File: src/rtl/vend_ctrl.sv
module vend_ctrl (
  input  logic clk,
  input  logic rst,
  input  logic coin_half,
  input  logic coin_full,
  output logic vend,
  output logic change
);

  typedef enum logic [2:0] {
    CR_0    = 3'd0,
    CR_50   = 3'd1,
    CR_100  = 3'd2,
    PAY     = 3'd3,
    PAY_CHG = 3'd4
  } st_t;

  st_t st, st_nx;

  logic only_half, only_full;
  assign only_half = coin_half & ~coin_full;
  assign only_full = coin_full & ~coin_half;

  always_comb begin
    st_nx = st;
    case (st)
      CR_0: begin
        if (only_half) st_nx = CR_50;
        else if (only_full) st_nx = CR_100;
      end
      CR_50: begin
        if (only_half) st_nx = CR_100;
        else if (only_full) st_nx = PAY;
      end
      CR_100: begin
        if (only_half) st_nx = PAY;
        else if (only_full) st_nx = PAY_CHG;
      end
      default: st_nx = CR_0;
    endcase
  end

  always_ff @(posedge clk) begin
    if (rst) st <= CR_0;
    else     st <= st_nx;
  end

  assign vend   = (st == PAY) || (st == PAY_CHG);
  assign change = (st == PAY_CHG);

  a_r1_reset_zero: assert property (@(posedge clk)
    rst |=> (st == CR_0 && !vend && !change));

  a_r2_half_from_zero: assert property (@(posedge clk) disable iff (rst)
    (st == CR_0 && coin_half && !coin_full) |=> (st == CR_50));

  a_r3_full_from_fifty: assert property (@(posedge clk) disable iff (rst)
    (st == CR_50 && coin_full && !coin_half) |=> (vend && !change));

  a_r4_vend_single: assert property (@(posedge clk) disable iff (rst)
    vend |=> !vend);

  a_r5_change_needs_vend: assert property (@(posedge clk) disable iff (rst)
    change |-> vend);

  a_r6_idle_hold: assert property (@(posedge clk) disable iff (rst)
    (!vend && !coin_half && !coin_full) |=> (st == $past(st)));

  a_r7_pay_to_zero: assert property (@(posedge clk) disable iff (rst)
    vend |=> (st == CR_0));

  a_r8_both_hold: assert property (@(posedge clk) disable iff (rst)
    (!vend && coin_half && coin_full) |=> (st == $past(st)));

endmodule

File: config.mk
export PLATFORM = sky130hd
export DESIGN_NAME = vend_ctrl
export DESIGN_NICKNAME = d
export VERILOG_FILES = /design/src/rtl/vend_ctrl.sv
export SDC_FILE = /design/constraint.sdc
export NUM_CORES = 1
export LEC_CHECK = 0
export ABC_AREA = 1
export BUFFER_PORTS_ARGS = -buffer_cell sky130_fd_sc_hd__buf_2
export CORE_AREA = 5 5 42 44
export CTS_BUF_LIST = sky130_fd_sc_hd__clkbuf_4
export CTS_CLUSTER_DIAMETER = 80
export CTS_CLUSTER_SIZE = 16
export DETAILED_ROUTE_END_ITERATION = 7
export DIE_AREA = 0 0 47 49
export SYNTH_ARGS = -nofsm -noshare
export SYNTH_HDL_FRONTEND = slang
export SYNTH_SLANG_ARGS = --single-unit
File: constraint.sdc
create_clock -name clk -period 1.9 [get_ports clk]
set_input_delay 0.095 -clock clk [delete_from_list [all_inputs] [get_ports clk]]
set_output_delay 0.095 -clock clk [all_outputs]
set_load 0.02 [all_outputs]
==> flow_metrics.tcl <==
set metrics [dict create \
    rows 14 \
    cts_buffers 3 \
    slew_viol_final 0 \
    placed_area_sq_um 246.5 \
    place_worst_setup_slack_ns 0.9131 \
    holdPathEnd "st[2]" \
    drv_cap 0 \
    cp-end-kind "output pin" \
    largest-register "st" \
    vias 205 \
    synth_cells 32 \
    fin_tns_setup_ns 0 \
    status "finished clean" \
    hp-start "rst" \
    drt-total-wl_um 415 \
    worstRegToRegCells 5 \
    cts.sinks 3 \
    drt-met1-wl_um 170 \
    synth_cell_types 14 \
    netlist_area_sq_um 201.4 \
    fin_nets 47 \
    mostFrequentLayoutCells "nor2_1 (8), nand2_1 (6), buf_2 (5), clkbuf_4 (4)" \
    fin_skew_ns 0.002100 \
    ios 6 \
    reg.largest.list "st (3)" \
    yosysSeqAreaShare_pct 29.81 \
    grt_pass1_vias 216 \
    finalCritPeriodShare_pct 63.89 \
    avgViaCountPerCell 3.596 \
    period_needed_ns 1.214 \
    holdBufCountCts 0 \
    gp_congestion 0.6464 \
    cts_tree "done" \
    fin_ws_ns 0.6861 \
    antenna_found_initial 0 \
    crit-reg2reg-launch "st[0]" \
    setup.worst_path.start_class "flop" \
    yosysTopAreaCellShare_pct 29.81 \
    critPathMaxFanout 5 \
    grtUsageTotal_pct 5.211 \
    antenna_cells 0 \
    ys_ff_latch 3 \
    slew_headroom_pct 89.18 \
    tightest_slew_ns 0.1607 \
    design_area_sq_um 276.5 \
    ir_drop_mv 0.2796 \
    io_buffers 5 \
    dr.pass1.iters 1 \
    synthTopCellsByArea "dfxtp_1 (30%), nor2_1 (15%), nand2_1 (11%)" \
    grt_pass1_wl_um 821 \
    reg2reg_slack_ns 1.04 \
    syn-num-nets 37 \
    grt_overflow 0 \
    clk_pin_slew_ns 0.04 \
    post_cts_buffers 0 \
    hold_viol 0 \
    clkLatencyLatePin_ns 0.23 \
    post_drt_wl_per_cell_um 7.281 \
    p_leak_nw 0.1491 \
    critPathKind "flop to output pin" \
    cts.repair.resized 0 \
    clock.fmax_mhz 823.8 \
    avgSynthCellArea_sq_um 6.295 \
    hold_class "primary input to flop" \
    clockBufferDepth 2 \
    drive_gt1_share_pct 31.71 \
    die_h_um 49 \
    design.core.area_sq_mm 0.001401 \
    wl_met2_um 183 \
    grt_max_degree 6 \
    largest_reg_flops 3 \
    final_common_cell "nor2_1" \
    root_buffer "clkbuf_4" \
    die_area_sq_mm 0.002303 \
    initial_core_util_pct 14.37 \
    synth_top_area_cell "dfxtp_1" \
    rsz0062_at_grt "no" \
    powerDensity_mw_per_mm2 900.3 \
    whs_path_depth 2 \
    drc_errors 0 \
    area_delta_synth_final_pct 37.27 \
    critPathRequiredTime_ns 1.80 \
    die_w_um 47 \
    drt_iter0_drc 0 \
    wl_met3_um 44 \
    highest_layer "met4" \
    ys_warn_count 0 \
    arrival_ns 1.12 \
    ant_nets 0 \
    setup_violations 0 \
    htreeDepth 1 \
    r2r-end "st[0]" \
]
[where the power goes]
group | internal, mW | leakage (nW) | switching (mW) | total, mW
Sequential | 0.0693 | 0.0246 | 0.00644 | 0.0757
Clock | 0.0928 | 0.0184 | 0.0310 | 0.124
Combinational | 0.0218 | 0.106 | 0.0277 | 0.0495
[kinds of logic (layout without fill, tap and decap cells)]
logic type	Yosys count	count (layout)	share of synthesized area, %
buf+inv	5	14	9.318
flops	3	3	29.81
compound gates	3	3	8.692
fa+ha+maj	1	1	6.210
simple gates	20	20	45.97
[Yosys cell counts, drive strengths merged]
cell type,number
a21boi,1
a21oi,1
dfxtp,3
ha,1
inv,5
nand2,7
nand3,3
nand3b,1
nor2,8
o21ai,1
or2,1
[metal layers]
metal / global-route usage [%] / vias up
met2: 6.109 / 6
met1: 5.934 / 78
met3: 1.845 / 2
met4: 6.912 / 0
met5: 0 / -
li1: - / 119
[layout make-up]
class	count	area [sq um]
fill	177	1125
multi-input combinational	24	122.6
sequential	3	60.06
clock buffer	4	30.03
timing repair buffer	5	25.02
tap	16	20.02
inverter	5	18.77
[through the flow]
stage / power (mW) / instances / util (%) / hold slack (ns)
floorplan: 0.1142 / 32 / - / 0.1665
finish: 0.2489 / 57 / 19.73 / 0.05127
CTS: 0.2579 / 57 / 19.73 / 0.04218
detailed placement: 0.1271 / 53 / 17.59 / 0.2925
global route: 0.2721 / 57 / 19.73 / 0.04929
global placement: 0.1253 / 53 / 17.59 / 0.2907
[critical path, stage by stage (launching register included)]
cell	delay (ns)
dfxtp_1	0.39
nand2_1	0.10
nand2_1	0.08
a21boi_1	0.14
buf_2	0.17
[worst max-delay path by stage]
| stage | start | end | slack (ns) | depth (start not counted) |
|---|---|---|---|---|
| 6_report | st[0] | vend | 0.69 | 4 |
| 5_1_grt | st[0] | vend | 0.56 | 4 |
| 4_1_cts | st[0] | vend | 0.66 | 4 |
| 3_5_place_dp | st[0] | vend | 0.91 | 4 |
| 3_3_place_gp | st[0] | vend | 0.93 | 4 |
| 2_1_floorplan | st[0] | vend | 0.88 | 2 |
Note: power is estimated with default switching activity, not from simulation.
